File: src/rtl/stk_pkg.sv
package stk_pkg;
    typedef enum logic [2:0] {
        OP_NOP  = 3'd0,
        OP_PUSH = 3'd1,
        OP_POP  = 3'd2,
        OP_CALL = 3'd3,
        OP_RET  = 3'd4
    } stk_op_e;

    typedef enum logic [1:0] {
        ST_IDLE = 2'd0,
        ST_MEM  = 2'd1,
        ST_DONE = 2'd2
    } stk_state_e;

    function automatic logic op_is_legal(input logic [2:0] code);
        return (code == OP_PUSH) || (code == OP_POP) ||
               (code == OP_CALL) || (code == OP_RET);
    endfunction

    function automatic logic op_writes(input stk_op_e op);
        return (op == OP_PUSH) || (op == OP_CALL);
    endfunction
endpackage

File: src/rtl/stk_ctrl.sv
module stk_ctrl
    import stk_pkg::*;
(
    input  logic clk,
    input  logic rst,
    input  logic start,
    input  logic mem_ready,
    output logic accept,
    output logic commit,
    output logic mem_req,
    output logic op_done
);
    stk_state_e state_q, state_d;

    always_ff @(posedge clk) begin
        if (rst) state_q <= ST_IDLE;
        else     state_q <= state_d;
    end

    always_comb begin
        state_d = state_q;
        unique case (state_q)
            ST_IDLE: if (start)     state_d = ST_MEM;   // ACCEPT
            ST_MEM:  if (mem_ready) state_d = ST_DONE;  // COMMIT
            ST_DONE:                state_d = ST_IDLE;  // RETIRE
            default:                state_d = ST_IDLE;
        endcase
    end

    always_comb begin
        accept  = 1'b0;
        commit  = 1'b0;
        mem_req = 1'b0;
        op_done = 1'b0;
        unique case (state_q)
            ST_IDLE: accept = start;
            ST_MEM: begin
                mem_req = 1'b1;
                commit  = mem_ready;
            end
            ST_DONE: op_done = 1'b1;
            default: ;
        endcase
    end
endmodule

File: src/rtl/stk_path.sv
module stk_path
    import stk_pkg::*;
#(
    parameter int XLEN       = 32,
    parameter int LEN_W      = 4,
    parameter int SLOT_BYTES = 4
) (
    input  logic             clk,
    input  logic             rst,
    input  logic             accept,
    input  logic             commit,
    input  logic [2:0]       op_code,
    input  logic [XLEN-1:0]  src_data,
    input  logic [XLEN-1:0]  call_tgt,
    input  logic [LEN_W-1:0] instr_len,
    input  logic [XLEN-1:0]  sp_cur,
    input  logic [XLEN-1:0]  pc_cur,
    input  logic [XLEN-1:0]  mem_rdata,
    output stk_op_e          op_q,
    output logic [XLEN-1:0]  addr_q,
    output logic [XLEN-1:0]  wdata_q,
    output logic             we_q,
    output logic [XLEN-1:0]  tgt_q,
    output logic [XLEN-1:0]  seq_pc_q,
    output logic [XLEN-1:0]  rd_q
);
    localparam logic [XLEN-1:0] SLOT = XLEN'(SLOT_BYTES);

    stk_op_e         op_in;
    logic [XLEN-1:0] seq_pc;

    assign op_in  = stk_op_e'(op_code);
    assign seq_pc = pc_cur + XLEN'(instr_len);

    always_ff @(posedge clk) begin
        if (rst) begin
            op_q     <= OP_NOP;
            addr_q   <= '0;
            wdata_q  <= '0;
            we_q     <= 1'b0;
            tgt_q    <= '0;
            seq_pc_q <= '0;
        end else if (accept) begin
            op_q     <= op_in;
            we_q     <= op_writes(op_in);
            addr_q   <= op_writes(op_in) ? sp_cur - SLOT : sp_cur;
            wdata_q  <= (op_in == OP_CALL) ? seq_pc : src_data;
            tgt_q    <= call_tgt;
            seq_pc_q <= seq_pc;
        end
    end

    always_ff @(posedge clk) begin
        if (rst)         rd_q <= '0;
        else if (commit) rd_q <= mem_rdata;
    end
endmodule

File: src/rtl/stk_arch.sv
module stk_arch
    import stk_pkg::*;
#(
    parameter int XLEN       = 32,
    parameter int SLOT_BYTES = 4
) (
    input  logic            clk,
    input  logic            rst,
    input  logic [XLEN-1:0] sp_init,
    input  logic [XLEN-1:0] pc_init,
    input  logic            commit,
    input  stk_op_e         op_q,
    input  logic [XLEN-1:0] addr_q,
    input  logic [XLEN-1:0] tgt_q,
    input  logic [XLEN-1:0] seq_pc_q,
    input  logic [XLEN-1:0] mem_rdata,
    output logic [XLEN-1:0] sp_q,
    output logic [XLEN-1:0] pc_q
);
    localparam logic [XLEN-1:0] SLOT = XLEN'(SLOT_BYTES);

    logic [XLEN-1:0] sp_d, pc_d;

    always_comb begin
        sp_d = sp_q;
        pc_d = pc_q;
        if (commit) begin
            unique case (op_q)
                OP_PUSH: begin sp_d = addr_q;        pc_d = seq_pc_q;  end
                OP_CALL: begin sp_d = addr_q;        pc_d = tgt_q;     end
                OP_POP:  begin sp_d = addr_q + SLOT; pc_d = seq_pc_q;  end
                OP_RET:  begin sp_d = addr_q + SLOT; pc_d = mem_rdata; end
                default: ;
            endcase
        end
    end

    always_ff @(posedge clk) begin
        if (rst) begin
            sp_q <= sp_init;
            pc_q <= pc_init;
        end else begin
            sp_q <= sp_d;
            pc_q <= pc_d;
        end
    end
endmodule

File: src/rtl/stack_seq.sv
module stack_seq
    import stk_pkg::*;
#(
    parameter int XLEN       = 32,
    parameter int LEN_W      = 4,
    parameter int SLOT_BYTES = 4
) (
    input  logic             clk,
    input  logic             rst,
    input  logic [XLEN-1:0]  sp_init,
    input  logic [XLEN-1:0]  pc_init,
    input  logic             op_valid,
    input  logic [2:0]       op_code,
    input  logic [XLEN-1:0]  src_data,
    input  logic [XLEN-1:0]  call_tgt,
    input  logic [LEN_W-1:0] instr_len,
    output logic             mem_req,
    output logic             mem_we,
    output logic [XLEN-1:0]  mem_addr,
    output logic [XLEN-1:0]  mem_wdata,
    input  logic             mem_ready,
    input  logic [XLEN-1:0]  mem_rdata,
    output logic             dst_we,
    output logic [XLEN-1:0]  dst_data,
    output logic [XLEN-1:0]  sp_out,
    output logic [XLEN-1:0]  pc_out,
    output logic             op_done
);
    logic            start, accept, commit;
    stk_op_e         op_q;
    logic [XLEN-1:0] addr_q, wdata_q, tgt_q, seq_pc_q, rd_q;
    logic            we_q;

    assign start = op_valid && op_is_legal(op_code);

    stk_ctrl u_ctrl (
        .clk       (clk),
        .rst       (rst),
        .start     (start),
        .mem_ready (mem_ready),
        .accept    (accept),
        .commit    (commit),
        .mem_req   (mem_req),
        .op_done   (op_done)
    );

    stk_path #(.XLEN(XLEN), .LEN_W(LEN_W), .SLOT_BYTES(SLOT_BYTES)) u_path (
        .clk       (clk),
        .rst       (rst),
        .accept    (accept),
        .commit    (commit),
        .op_code   (op_code),
        .src_data  (src_data),
        .call_tgt  (call_tgt),
        .instr_len (instr_len),
        .sp_cur    (sp_out),
        .pc_cur    (pc_out),
        .mem_rdata (mem_rdata),
        .op_q      (op_q),
        .addr_q    (addr_q),
        .wdata_q   (wdata_q),
        .we_q      (we_q),
        .tgt_q     (tgt_q),
        .seq_pc_q  (seq_pc_q),
        .rd_q      (rd_q)
    );

    stk_arch #(.XLEN(XLEN), .SLOT_BYTES(SLOT_BYTES)) u_arch (
        .clk       (clk),
        .rst       (rst),
        .sp_init   (sp_init),
        .pc_init   (pc_init),
        .commit    (commit),
        .op_q      (op_q),
        .addr_q    (addr_q),
        .tgt_q     (tgt_q),
        .seq_pc_q  (seq_pc_q),
        .mem_rdata (mem_rdata),
        .sp_q      (sp_out),
        .pc_q      (pc_out)
    );

    assign mem_we    = mem_req && we_q;
    assign mem_addr  = addr_q;
    assign mem_wdata = wdata_q;
    assign dst_we    = op_done && (op_q == OP_POP);
    assign dst_data  = rd_q;
endmodule

File: config.mk
export PLATFORM = sky130hd
export DESIGN_NAME = stack_seq
export DESIGN_NICKNAME = d
export VERILOG_FILES = /design/src/rtl/stk_pkg.sv /design/src/rtl/stk_ctrl.sv /design/src/rtl/stk_path.sv /design/src/rtl/stk_arch.sv /design/src/rtl/stack_seq.sv
export SDC_FILE = /design/constraint.sdc
export NUM_CORES = 1
export LEC_CHECK = 0
export ABC_AREA = 1
export BUFFER_PORTS_ARGS = -buffer_cell sky130_fd_sc_hd__buf_2
export CORE_MARGIN = 2
export CORE_UTILIZATION = 48
export CTS_CLUSTER_DIAMETER = 60
export DETAILED_ROUTE_END_ITERATION = 8
export PLACE_DENSITY = 0.82
export SLEW_MARGIN = 20
export SYNTH_ARGS = -nofsm -noshare
export SYNTH_HDL_FRONTEND = slang
export SYNTH_SLANG_ARGS = --single-unit
File: constraint.sdc
create_clock -name clk -period 3.94 [get_ports clk]
set_input_delay 0.591 -clock clk [delete_from_list [all_inputs] [get_ports clk]]
set_output_delay 0.591 -clock clk [all_outputs]
set_load 0.005 [all_outputs]
==> key figures, run 1 <==
Synthesis
  – Number of enable flip-flop cells after synthesis: 64
  – Top cells by area, synth: dfxtp_1 27%, edfxtp_1 15%, nand2_1 13%
  – Synth Flop Type: dfxtp_1
  – Yosys top cell by area: dfxtp_1
  – Gate Count Post-Synth: 1,730
  – Yosys warns: 0
  – Yosys reg bits: 230
  – Asr flop ratio synth: 0
  – Post-Syn Nets: 1,908
  – Top cells by count, synth: 443 x nand2_1, 177 x inv_1, 172 x a21oi_1
  – Most common cell in the netlist: nand2_1
  – Distinct cell type count after synthesis: 50
  – Syn avg cell area: 7.20 sq um
  – Post-synthesis sequential area ratio: 0.421
  – Cell Area, Synth: 0.0125 sq mm
  – Share of the synthesized area in the top cell type: 0.267

Global route
  – Largest net degree at the start of global routing: 143
  – Gr ovfl total: 0
  – Global Route Usage Sum: 0.303
  – Initial antenna violation count: 3
  – First-pass GRT wire length: 64.3 mm
  – Vias in the first global route: 11,700

Die
  – Die area: 0.0272 sq mm
  – Chip height: 165 um
  – Initial Util: 0.492
  – Die W: 165 um
  – # IOs: 335
  – Core area: 0.0253 sq mm
  – # rows: 58

Timing
  – Final WS setup: 1.66 ns
  – Rel. slew slack: 0.287
  – Peak Freq: 439 MHz
  – Worst Tran Pin Value: 1.07 ns
  – Tmin final: 2.28 ns
  – Setup_tns: 0 ns
  – Hold_ws: 0.295 ns
  – Final Hold Viols: 0
  – Slew Viols, Final: 0
  – Final Cycle Share: 0.578
  – RSZ-0062 raised after global routing: no
  – Final setup viols: 0
  – Fin Clk Skew: 0.0125 ns

Clock network
  – Clk slew on worst S/H paths: 0.06 ns
  – CTS H-tree depth: 1
  – TritonCTS Buffers: 27
  – Setup Fix Bufs, Post-CTS: 0
  – Max Buffers Root-to-Sink: 3
  – CTS Sinks: 230
  – Hold Buf Count CTS: 0
  – CTS root buf: clkbuf_16
  – Clk_lat worst skew: 0.55 ns
  – Cts repair resizes: 0
  – CTS tree: done

Worst hold path
  – Hold crit path type: input pin to flip-flop
  – Hold Path End: u_path.tgt_q[10]$_SDFFE_PP0P_
  – Worst Min Path Start: call_tgt[10]
  – Depth of the worst hold-timing path: 3

Placed design
  – Detailed placement HPWL: 31.6 mm
  – RePlAce Congestion: 0.966
  – Worst Setup Slack post-DPL: 1.52 ns
  – I/O Buffers: 334

Routing
  – DRT Wirelength: 42.3 mm
  – First-pass iteration count of the detailed router: 6
  – Vias: 13,000
  – Antenna Nets Post-Route: 0
  – Vias per Instance: 5.47
  – DR WL/cell: 17.9 um
  – Drc violations: 0
  – Iter 0 DRT Violations: 1,441

Power and ir drop
  – Worst VDD drop: 0.000439 V
  – LEAKAGE: 0.00688 uW
  – Cell Pwr Density: 435 mW/mm^2
  – Total power: 6610 uW

Critical path
  – CP cell instances: nor2_4 > nor2_4 > nand2_2 > nand2_4 > inv_2 > nand2_1 > o2111ai_1 > o21ai_0 > inv_1
  – R2r worst-path depth: 9
  – R2r setup slk: 1.66 ns
  – Critical Path Most Common Cell: nor2_4
  – Worst path arrival time: 2.58 ns
  – R2R Path End: u_arch.pc_q[18]$_DFFE_PP_
  – Critical Path Source Type: flip-flop
  – Crit path required time: 4.24 ns
  – WS Path Type: flip-flop to flip-flop
  – Critical Path End Type: flip-flop
  – Critical path peak fanout: 29
  – R2r startpoint: u_path.op_q[1]$_SDFFE_PP0P_
  – Critical Path Slowest Stage Cell: dfxtp_1
  – Max incr delay on CP: 0.43 ns

Outcome
  – Outcome: finished, final reports clean

Flow run
  – Max_cap viols: 0

Finish
  – Share of layout cells above drive strength 1: 0.227
  – P&R area growth vs syn: 22.1%
  – Fin nets: 2,194
flip-flops by register name (all words and copies together), names as in the netlist:
signal / count
u_arch.pc_q: 32
u_arch.sp_q: 32
u_ctrl.state_q: 2
u_path.addr_q: 32
u_path.op_q: 3
u_path.rd_q: 32
u_path.seq_pc_q: 32
u_path.tgt_q: 32
u_path.wdata_q: 32
u_path.we_q: 1
worst max path at each step:
stage                                            end                   startpoint  slack (ns)  cells past startpoint
global route               u_arch.pc_q[18]$_DFFE_PP_  u_path.op_q[1]$_SDFFE_PP0P_        1.46                      9
CTS                        u_arch.pc_q[21]$_DFFE_PP_  u_path.op_q[1]$_SDFFE_PP0P_        1.72                      9
floorplan                   u_arch.pc_q[0]$_DFFE_PP_                    mem_ready       -0.02                      4
detailed placement  u_path.seq_pc_q[11]$_SDFFE_PP0P_                   op_code[0]        1.52                      8
finish                     u_arch.pc_q[18]$_DFFE_PP_  u_path.op_q[1]$_SDFFE_PP0P_        1.66                      9
global placement    u_path.seq_pc_q[13]$_SDFFE_PP0P_                   op_code[0]        1.58                      8
per-layer routing:
metal  track usage  vias up  share of wire
met5             0        -        0.00064
met4         0.102        4          0.036
met3        0.0470       90          0.096
met2         0.455      653           0.43
met1         0.443     5957           0.44
li1              -     6260              -
worst max-delay path: cells and delay by family, from the launching register on:
kind	cells	cell delay (ns)
and+or+nand+nor	5	1.04
DFF	1	0.43
buffers and inverters	2	0.24
AOI/OAI and AO/OA	2	0.31
layout by cell type, fill, tap and decap left out, types with 12 or more instances in the layout:
cell type,count
nand2_1,443
buf_2,333
inv_1,177
a21oi_1,172
dfxtp_1,166
nor2_1,153
o21ai_0,122
nand3_1,93
edfxtp_1,64
o22ai_1,34
clkbuf_16,32
o21ai_1,28
xor2_1,26
nand4_1,17
nor2_2,13
nand3b_1,13
nand2_2,12
o2111ai_1,12
xnor2_1,12
area by class of cell:
cell class                 instances  area [sq um]
fill                            2337         10100
multi-input combinational       1223          6050
sequential                       230          5250
timing repair buffer             345          1790
clock buffer                      38           843
inverter                         189           717
tap                              330           413
clock inverter                    12           136
antenna                            1          2.50
where the power goes:
part / total (uW) / internal [uW] / switching, uW
combinational: 1070 / 395 / 678
clock: 2690 / 1640 / 1050
sequential: 2850 / 2650 / 201
total: 6610 / 4680 / 1930
cells by family (layout without fill, tap and decap cells):
group | Yosys count | after routing | share of synthesized area
simple gates | 781 | 781 | 0.275
compound gates | 394 | 394 | 0.171
buf+inv | 277 | 584 | 0.0938
flops | 230 | 230 | 0.421
xor+xnor | 41 | 41 | 0.0306
fa+ha+maj | 7 | 7 | 0.00764
other cells | 0 | 1 | 0
stage by stage:
step / std cells / instance area, sq um / util
after floorplan: 1730 / 12500 / -
after global placement: 2317 / 14200 / 0.562
after detailed placement: 2317 / 14200 / 0.562
after CTS: 2367 / 15200 / 0.600
after global routing: 2368 / 15200 / 0.600
final: 2368 / 15200 / 0.600
Power figures use the tool's default switching activity.
==> run 2: changes to the inputs <==
ABC_AREA = 0   (was 1)
CORE_UTILIZATION = 47   (was 48)
clock period = 2.05 ns   (was 3.94 ns; I/O delays follow)
==> run 2 against run 1 <==
Compared with the run above:
- the run now ends with negative setup slack left
- global-route usage shrank 0.97 points
- worst setup slack lost 1.9 ns
- sequential power grew 86%
- final cell count shrank 16%
- critical path type unchanged
==> key figures, run 2 <==
Outcome
  – Outcome: finished with violations
  – Failing checks: negative setup slack

Synthesis
  – Distinct cell type count after synthesis: 53
  – Most common cell in the netlist: nand2_1
  – Post-Syn Nets: 1,429
  – Share of the synthesized area in the top cell type: 0.310
  – Top cells by area, synth: dfxtp_1 31%, edfxtp_1 18%, nand2_1 8.9%
  – Number of enable flip-flop cells after synthesis: 64
  – Syn avg cell area: 8.56 sq um
  – Yosys top cell by area: dfxtp_1
  – Asr flop ratio synth: 0
  – Cell Area, Synth: 0.0107 sq mm
  – Synth Flop Type: dfxtp_1
  – Post-synthesis sequential area ratio: 0.490
  – Yosys warns: 0
  – Top cells by count, synth: 254 x nand2_1, 166 x dfxtp_1, 133 x nor2_1
  – Gate Count Post-Synth: 1,251
  – Yosys reg bits: 230

Critical path
  – Critical Path End Type: flip-flop
  – WS Path Type: flip-flop to flip-flop
  – Crit path required time: 2.49 ns
  – Critical path peak fanout: 4
  – Worst path arrival time: 2.73 ns
  – Critical Path Source Type: flip-flop

Die
  – # IOs: 335
  – Initial Util: 0.476
  – Die area: 0.0240 sq mm
  – Core area: 0.0225 sq mm
  – # rows: 55
  – Chip height: 155 um
  – Die W: 155 um

Timing
  – Final Hold Viols: 0
  – Final WS setup: -0.240 ns
  – Peak Freq: 437 MHz
  – Rel. slew slack: 0.530
  – Final Cycle Share: 1.12
  – Tmin final: 2.29 ns
  – Final setup viols: 42
  – Slew Viols, Final: 0
  – RSZ-0062 raised after global routing: yes
  – Fin Clk Skew: 0.0311 ns
  – Worst Tran Pin Value: 0.704 ns

Clock network
  – CTS H-tree depth: 1
  – CTS tree: done
  – TritonCTS Buffers: 26
  – Clk slew on worst S/H paths: 0.06 ns
  – CTS Sinks: 230
  – CTS root buf: clkbuf_16
  – Clk_lat worst skew: 0.54 ns
  – Max Buffers Root-to-Sink: 3

Global route
  – Initial antenna violation count: 4
  – Gr ovfl total: 0
  – Vias in the first global route: 10,800
  – First-pass GRT wire length: 56.3 mm
  – Largest net degree at the start of global routing: 103
  – Global Route Usage Sum: 0.293

Finish
  – Non-filler instance count after layout: 1,978
  – Share of layout cells above drive strength 1: 0.359
  – # fillers: 1,687
  – Design area: 0.0152 sq mm
  – Util after Layout: 0.674
  – Most frequent cells in the layout: 333 x buf_2, 248 x nand2_1, 165 x dfxtp_1
  – Most common cell after layout, fill and taps aside: buf_2
  – Fin nets: 1,847
  – P&R area growth vs syn: 41.6%

Routing
  – Routed length on met2: 18.8 mm
  – Vias per Instance: 5.75
  – Wire length on met1: 14.0 mm
  – DR WL/cell: 19.0 um
  – Drc violations: 0
  – DRT Wirelength: 37.6 mm
  – First-pass iteration count of the detailed router: 6
  – Uppermost routed layer: met4
  – Met3 WL post-DR: 3.61 mm
  – Antenna Nets Post-Route: 0
  – Iter 0 DRT Violations: 1,119
  – Vias: 11,400

Worst hold path
  – Hold crit path type: input pin to flip-flop

Placed design
  – RePlAce Congestion: 0.890
  – Placed instance area: 0.0134 sq mm
  – Inst Count DP: 1,890
  – Worst Setup Slack post-DPL: -0.226 ns
  – I/O Buffers: 334
  – Detailed placement HPWL: 25.6 mm

Flow run
  – Max_cap viols: 0

Power and ir drop
  – Cell Pwr Density: 815 mW/mm^2
  – Total power: 12,400 uW
  – Worst VDD drop: 0.000716 V
  – LEAKAGE: 0.00614 uW
run 2: changes by cell type in the layout (fill, tap and decap cells not counted), moves of 69 or more:
cell	change
a21oi_1	-69
inv_1	-168
o21ai_0	-69
nand2_1	-195
nand3_1	-78
buf_4	+100
run 2: routing by layer:
metal	up-vias	track usage
met5	-	0
met4	0	0.106
met3	84	0.0643
met2	588	0.518
met1	5468	0.351
li1	5239	-
run 2: final timing paths:
kind / start / end / slack [ns] / depth (start not counted)
max reg2reg: u_arch.sp_q[13]$_DFFE_PP_ / u_path.addr_q[26]$_SDFFE_PP0P_ / -0.24 / 7
max: u_arch.sp_q[13]$_DFFE_PP_ / u_path.addr_q[26]$_SDFFE_PP0P_ / -0.24 / 7
min reg2reg: u_path.we_q$_SDFFE_PP0P_ / u_path.we_q$_SDFFE_PP0P_ / 0.45 / 2
min: call_tgt[21] / u_path.tgt_q[21]$_SDFFE_PP0P_ / 0.009 / 3
run 2: metrics by stage:
stage                     setup TNS [ns]  hold WS (ns)
after global placement             -2.94         0.439
after detailed placement           -5.38         0.443
final                              -4.27       0.00851
after floorplan                   -0.535         0.432
after CTS                          -3.37      0.000223
after global routing               -7.56       0.00783
run 2: worst max-delay path, cell delays in order (launching register included):
cell,delay (ns)
edfxtp_1,0.40
or4_4,0.58
nor3_4,0.18
buf_6,0.16
nand3_4,0.08
or4_4,0.44
xor2_1,0.17
a211oi_2,0.21
run 2: cells by family after synthesis:
kind of cell,share of synthesized area
AOI/OAI and AO/OA,0.180
and+or+nand+nor,0.209
buffers and inverters,0.0343
muxes,0.00514
xor gates and xnor gates,0.0728
DFF,0.490
adders and majority gates,0.00888
run 2: final cells by class:
cell class	count	area, sq um	share of cell area
flip-flops and latches	230	5250	0.346
diodes	4	10.0	0.000660
clock buffers	35	724	0.0478
well taps	285	357	0.0235
multi-input cells	923	5680	0.374
clock inverters	13	181	0.0120
repair buffers	476	2930	0.193
inverters	12	46.3	0.00305
run 2: what timing repair did:
item	CTS	global route
endpoints found under the hold margin	14	0
setup buffers	7	17
hold buffers	14	0
gates resized for setup	45	64
pin swaps	42	51
setup endpoints to repair	52	71
run 2: power breakdown:
group	switching, uW	internal [uW]
Clock	1920	2990
Sequential	277	5040
Combinational	1180	967
Total	3370	8990
